[config.mk]
export PLATFORM = sky130hd
export DESIGN_NAME = conv_result_mgr
export DESIGN_NICKNAME = d
export VERILOG_FILES = /design/src/rtl/rm_pkg.sv /design/src/rtl/rm_event_decode.sv /design/src/rtl/rm_data_store.sv /design/src/rtl/rm_flag_bank.sv /design/src/rtl/conv_result_mgr.sv
export SDC_FILE = /design/constraint.sdc
export NUM_CORES = 1
export LEC_CHECK = 0
export BUFFER_PORTS_ARGS = -buffer_cell sky130_fd_sc_hd__buf_2
export CAP_MARGIN = 40
export CORE_ASPECT_RATIO = 0.5
export CORE_UTILIZATION = 40
export CTS_BUF_LIST = sky130_fd_sc_hd__clkbuf_4 sky130_fd_sc_hd__clkbuf_8 sky130_fd_sc_hd__clkbuf_16
export DETAILED_ROUTE_END_ITERATION = 7
export PLACE_DENSITY = 0.71
export SYNTH_ARGS = -nofsm -noshare
export SYNTH_HDL_FRONTEND = slang
export SYNTH_SLANG_ARGS = --single-unit
[constraint.sdc]
create_clock -name clk -period 1.4 [get_ports clk]
set_clock_uncertainty 0.15 [all_clocks]
set_input_delay 0 -clock clk [delete_from_list [all_inputs] [get_ports clk]]
set_output_delay 0 -clock clk [all_outputs]
set_load 0.02 [all_outputs]
[src/rtl/rm_pkg.sv]
package rm_pkg;
  localparam int NUM_EV   = 9;
  localparam int EV_RDY   = 0;
  localparam int EV_SMP   = 1;
  localparam int EV_EOC   = 2;
  localparam int EV_EOS   = 3;
  localparam int EV_OVR   = 4;
  localparam int EV_JEOC  = 5;
  localparam int EV_JEOS  = 6;
  localparam int EV_WDOG  = 7;
  localparam int EV_QOVF  = 8;

  // sticky update: set takes priority over clear
  function automatic logic [NUM_EV-1:0] flag_next(input logic [NUM_EV-1:0] cur,
                                                  input logic [NUM_EV-1:0] set,
                                                  input logic [NUM_EV-1:0] clr);
    return (cur & ~clr) | set;
  endfunction

  function automatic logic irq_merge(input logic [NUM_EV-1:0] flags,
                                     input logic [NUM_EV-1:0] en);
    return |(flags & en);
  endfunction
endpackage

[src/rtl/rm_event_decode.sv]
module rm_event_decode
  import rm_pkg::*;
(
  input  logic              conv_done_i,
  input  logic              conv_inj_i,
  input  logic              seq_done_i,
  input  logic              smp_done_i,
  input  logic              ready_ev_i,
  input  logic              wdog_ev_i,
  input  logic              qovf_ev_i,
  input  logic              rd_data_i,
  input  logic              ovr_replace_i,
  input  logic              unread_i,
  output logic [NUM_EV-1:0] set_o,
  output logic              reg_end_o,
  output logic              inj_end_o,
  output logic              ovr_o,
  output logic              load_o
);
  always_comb begin
    reg_end_o = conv_done_i & ~conv_inj_i;
    inj_end_o = conv_done_i &  conv_inj_i;
    // a read in the same cycle consumes the old result first
    ovr_o     = reg_end_o & unread_i & ~rd_data_i;
    load_o    = reg_end_o & (~ovr_o | ovr_replace_i);

    set_o          = '0;
    set_o[EV_RDY]  = ready_ev_i;
    set_o[EV_SMP]  = smp_done_i;
    set_o[EV_EOC]  = reg_end_o;
    set_o[EV_EOS]  = seq_done_i & ~conv_inj_i;
    set_o[EV_OVR]  = ovr_o;
    set_o[EV_JEOC] = inj_end_o;
    set_o[EV_JEOS] = seq_done_i & conv_inj_i;
    set_o[EV_WDOG] = wdog_ev_i;
    set_o[EV_QOVF] = qovf_ev_i;
  end
endmodule

[src/rtl/rm_data_store.sv]
module rm_data_store #(
  parameter int DW   = 16,
  parameter int NINJ = 4,
  localparam int RW  = (NINJ > 1) ? $clog2(NINJ) : 1
) (
  input  logic               clk,
  input  logic               rst_n,
  input  logic               load_i,
  input  logic               inj_wr_i,
  input  logic [RW-1:0]      rank_i,
  input  logic [DW-1:0]      data_i,
  input  logic               rd_i,
  output logic [DW-1:0]      reg_data_o,
  output logic               unread_o,
  output logic [NINJ*DW-1:0] inj_data_o
);
  always_ff @(posedge clk or negedge rst_n) begin
    if (!rst_n) begin
      reg_data_o <= '0;
      unread_o   <= 1'b0;
    end else begin
      if (load_i) reg_data_o <= data_i;
      if (load_i)    unread_o <= 1'b1;
      else if (rd_i) unread_o <= 1'b0;
    end
  end

  for (genvar g = 0; g < NINJ; g++) begin : g_inj
    always_ff @(posedge clk or negedge rst_n) begin
      if (!rst_n) inj_data_o[g*DW +: DW] <= '0;
      else if (inj_wr_i && rank_i == RW'(g)) inj_data_o[g*DW +: DW] <= data_i;
    end
  end
endmodule

[src/rtl/rm_flag_bank.sv]
module rm_flag_bank
  import rm_pkg::*;
(
  input  logic              clk,
  input  logic              rst_n,
  input  logic [NUM_EV-1:0] set_i,
  input  logic [NUM_EV-1:0] clr_i,
  output logic [NUM_EV-1:0] flags_o
);
  logic [NUM_EV-1:0] nxt;
  assign nxt = flag_next(flags_o, set_i, clr_i);

  for (genvar g = 0; g < NUM_EV; g++) begin : g_flag
    always_ff @(posedge clk or negedge rst_n) begin
      if (!rst_n) flags_o[g] <= 1'b0;
      else        flags_o[g] <= nxt[g];
    end
  end
endmodule

[src/rtl/conv_result_mgr.sv]
module conv_result_mgr
  import rm_pkg::*;
#(
  parameter int DW   = 16,
  parameter int NINJ = 4,
  localparam int RW  = (NINJ > 1) ? $clog2(NINJ) : 1
) (
  input  logic               clk,
  input  logic               rst_n,
  input  logic               conv_done_i,
  input  logic               conv_inj_i,
  input  logic [RW-1:0]      inj_rank_i,
  input  logic [DW-1:0]      result_i,
  input  logic               seq_done_i,
  input  logic               smp_done_i,
  input  logic               ready_ev_i,
  input  logic               wdog_ev_i,
  input  logic               qovf_ev_i,
  input  logic               rd_data_i,
  input  logic               ovr_replace_i,
  input  logic               hold_en_i,
  input  logic               dma_en_i,
  input  logic [NUM_EV-1:0]  irq_en_i,
  input  logic [NUM_EV-1:0]  flag_clr_i,
  output logic [DW-1:0]      reg_data_o,
  output logic [NINJ*DW-1:0] inj_data_o,
  output logic [NUM_EV-1:0]  flags_o,
  output logic               irq_o,
  output logic               dma_req_o,
  output logic               hold_conv_o
);
  // named internal events, visible to the bound checker
  logic              unread_q;
  logic              reg_end_w;
  logic              inj_end_w;
  logic              ovr_ev_w;
  logic              load_w;
  logic [NUM_EV-1:0] set_w;
  logic [NUM_EV-1:0] clr_w;

  rm_event_decode u_dec (
    .conv_done_i  (conv_done_i),
    .conv_inj_i   (conv_inj_i),
    .seq_done_i   (seq_done_i),
    .smp_done_i   (smp_done_i),
    .ready_ev_i   (ready_ev_i),
    .wdog_ev_i    (wdog_ev_i),
    .qovf_ev_i    (qovf_ev_i),
    .rd_data_i    (rd_data_i),
    .ovr_replace_i(ovr_replace_i),
    .unread_i     (unread_q),
    .set_o        (set_w),
    .reg_end_o    (reg_end_w),
    .inj_end_o    (inj_end_w),
    .ovr_o        (ovr_ev_w),
    .load_o       (load_w)
  );

  rm_data_store #(.DW(DW), .NINJ(NINJ)) u_store (
    .clk       (clk),
    .rst_n     (rst_n),
    .load_i    (load_w),
    .inj_wr_i  (inj_end_w),
    .rank_i    (inj_rank_i),
    .data_i    (result_i),
    .rd_i      (rd_data_i),
    .reg_data_o(reg_data_o),
    .unread_o  (unread_q),
    .inj_data_o(inj_data_o)
  );

  // a read of the regular register acts as a clear of the end-of-conversion flag
  always_comb begin
    clr_w         = flag_clr_i;
    clr_w[EV_EOC] = flag_clr_i[EV_EOC] | rd_data_i;
  end

  rm_flag_bank u_flags (
    .clk    (clk),
    .rst_n  (rst_n),
    .set_i  (set_w),
    .clr_i  (clr_w),
    .flags_o(flags_o)
  );

  assign irq_o       = irq_merge(flags_o, irq_en_i);
  assign dma_req_o   = unread_q & dma_en_i;
  assign hold_conv_o = unread_q & hold_en_i;
endmodule

==> out/qor.txt <==
Design area: 0.00522 mm2
Switching share of total power: 30.4%
Syn_nets: 263
Class of the worst hold path: in2async
Post-synth EDFFs: 0
Die ar.: 0.00905 mm2
Most frequent cells after synthesis: 90 x dfrtp_1, 80 x mux2_2, 9 x inv_1
CP bufs+invs: 1
Yosys warning count: 0
Clock Path Buffers: 2
Total power: 0.00787 W
Syn-to-layout area delta: 50.8%
Routed len/inst: 17.2 um
Initial antenna violation count: 0
Gate family responsible for the most delay along the worst path: compound AO/OA/AOI/OAI gates
CP peak stage delay: 390 ps
Crit path cell chain: a22o_1 -> a221oi_2 -> nand3_1 -> buf_6
TritonCTS buffer count: 9
Gr ovfl total: 0
Rows: 23
Core area: 0.00820 mm2
Endpoints failing setup: 17
Slew headroom: 70.4%
Total track usage: 20.7%
Overall routed net length: 9130 um
Fin nets: 465
Max Fclk: 647 MHz
Fillers: 609
Cells after Synth: 214
Via density: 4.78
Cell Int Power: 0.00548 W
Sw power: 0.00239 W
Worst IR Drop VDD: 0.000659 V
RSZ-0062 raised after global routing: true
Slowest stage cell, crit path: dfrtp_1
Layout Utilization: 63.6%
First-pass GRT wire length: 13,800 um
Netlist cell types: 23
Setup TNS: -622 ps
CP Max Fanout: 2
Final hold viol count: 0
Layout cell share with drive strength beyond 1: 62.5%
I/O Buffers: 140
Number of synthesized register bits: 90
Pwr dens: 1510 mW/mm2
Starting Density: 42.2%
Router iterations before antenna repair: 4
Kind of critical path: reg2out
Leak: 2.60 nW
Clock root buffer master: clkbuf_16
Syn avg cell area: 16.2 um2
Clk pin slew, worst setup/hold paths: 60 ps
DRT iter0 DRCs: 84
Sequential Power Share: 42.9%
Critical path data arrival time: 1400 ps
Pins over their slew limit: 0
Antenna diodes: 0
Final HPWL DP: 6130 um
Slew @ Worst Pin: 442 ps
Final worst slack: -145 ps
Die height: 67.8 um
Clk pwr share: 29.4%
Fin crit period: 1550 ps
Sink Count: 90
Remaining DRCs: 0
ANT nets after route: 0
Vias in the first global route: 2,670
Worst path required time: 1250 ps
Yosys top cell by area: dfrtp_1
Most frequent cell after synthesis: dfrtp_1
Top cells by area, synth: dfrtp_1 65%, mux2_2 26%, inv_1 0.98%
Final worst-path cycle share: 110%
Combinational share of power: 27.7%
Failing checks: negative setup slack
Outcome: finished with violations
Mapped Area: 0.00346 mm2
IO Pins: 141
Most used DFF post-synth: dfrtp_1
Clk_lat worst skew: 330 ps
CP startpoint kind: register
Dpl cell area: 0.00441 mm2
Sequential fraction of the synthesis area: 65.1%
Critical path capture point type: output port
Die W: 134 um
Max_cap viols: 0
Pin count of the biggest net entering global routing: 81
RePlAce Congestion: 0.710
DR vias: 2,537
TritonCTS clock tree: yes
CTS H-tree depth: 3
Fraction of registers with async set/reset: 100%
Post-synth top area share: 65.1%
## registers in the layout, indices dropped and copies added, names as in the netlist
| name | flops |
|---|---|
| u_store.reg_data_o | 16 |
| u_store.unread_o | 1 |
| u_flags.flags_o | 9 |
| u_store.inj_data_o | 64 |
## cell type report
class / instances / area, um2 / share of cell area, %
Clock inverter: 3 / 42.5 / 0.816
Tap cell: 112 / 140 / 2.69
Sequential cell: 90 / 2250 / 43.2
Timing Repair Buffer: 198 / 1320 / 25.3
Inverter: 9 / 33.8 / 0.648
Clock buffer: 11 / 240 / 4.61
Multi-Input combinational cell: 108 / 1190 / 22.8
## power by group through the flow
stage / clock, W / sequential [W] / combinational, W
final: 0.00231 / 0.00338 / 0.00218
after global routing: 0.00245 / 0.00344 / 0.00232
after CTS: 0.00236 / 0.00337 / 0.00212
after detailed placement: 0 / 0.00341 / 0.00202
after global placement: 0 / 0.00338 / 0.00196
after floorplan: 0 / 0.00403 / 0.000522
## what timing repair did
| action | in CTS | in global routing |
|---|---|---|
| setup buffers | 3 | 3 |
| pin swaps | 1 | 2 |
| endpoints found under the setup margin | 14 | 19 |
| hold buffers | 36 | 3 |
| gates cloned | 0 | 1 |
| resized for setup | 4 | 17 |
| hold endpoints to repair | 180 | 2 |
## routing by layer
metal / vias to the layer above / wire length, um / track usage (%)
li1: 1159 / - / -
met1: 1302 / 3730 / 24.1
met2: 62 / 4920 / 38.3
met3: 14 / 323 / 4.58
met4: 0 / 158 / 7.95
met5: - / 0 / 0
## final timing paths
path / startpoint / end / slack, ps / depth (start not counted)
setup / recovery: u_flags.flags_o[1] / irq_o / -150 / 4
hold reg to reg: u_store.inj_data_o[18] / u_store.inj_data_o[18] / 350 / 1
max in group asynchronous: rst_n / u_store.inj_data_o[57] / 220 / 3
setup reg to reg: u_store.unread_o / u_store.reg_data_o[14] / -50 / 4
hold / removal: rst_n / u_store.reg_data_o[9] / 100 / 3
min in group clk: inj_rank_i[0] / u_store.inj_data_o[52] / 110 / 4
## metrics by stage
step	hold slack, ps	worst slack, ps	instances
3_5_place_dp	-300	-9.66	473
3_3_place_gp	-306	14.6	473
2_1_floorplan	-446	-27.8	214
5_1_grt	129	-210	531
4_1_cts	25.2	-145	526
6_report	100	-145	531
## worst reg2reg max path, stage by stage (launching register included)
cell and delay [ps]:
dfrtp_1 380, nand2b_1 110, o21ba_4 230, clkbuf_16 180, mux2_4 300
## placed cells by master, fill, tap and decap left out
cell type	Yosys	routed
mux2_4	0	16
o21ai_0	2	1
nand3_1	1	1
nor3_4	1	1
nand2b_4	1	1
nand2_1	5	5
dlygate4sd3_1	0	37
a222oi_1	1	1
a221oi_2	0	1
dfrtp_1	90	90
o21ai_1	0	1
buf_12	0	5
clkbuf_4	0	2
a22oi_1	1	1
bufinv_16	0	1
clkinvlp_4	0	1
clkbuf_16	0	10
nand4_2	1	1
nand4b_2	2	2
o22ai_1	2	2
mux2_2	80	64
buf_2	3	138
a21o_1	4	4
clkinv_2	0	1
inv_1	9	9
o21ba_4	0	1
buf_4	1	16
nor2_1	1	1
and2_1	2	2
a22o_1	1	1
buf_6	3	1
nand2b_1	1	1
## kinds of logic (layout without fill, tap and decap cells)
kind of cell           Yosys count  after routing  share of synthesized area (%)
flip-flops                      90             90                           65.1
multiplexers                    80             80                           26.0
buffers and inverters           16            221                           2.60
AND/OR/NAND/NOR                 15             15                           3.44
AO/OA/AOI/OAI                   13             13                           2.82
No activity file was read; power rests on OpenSTA's default activity.
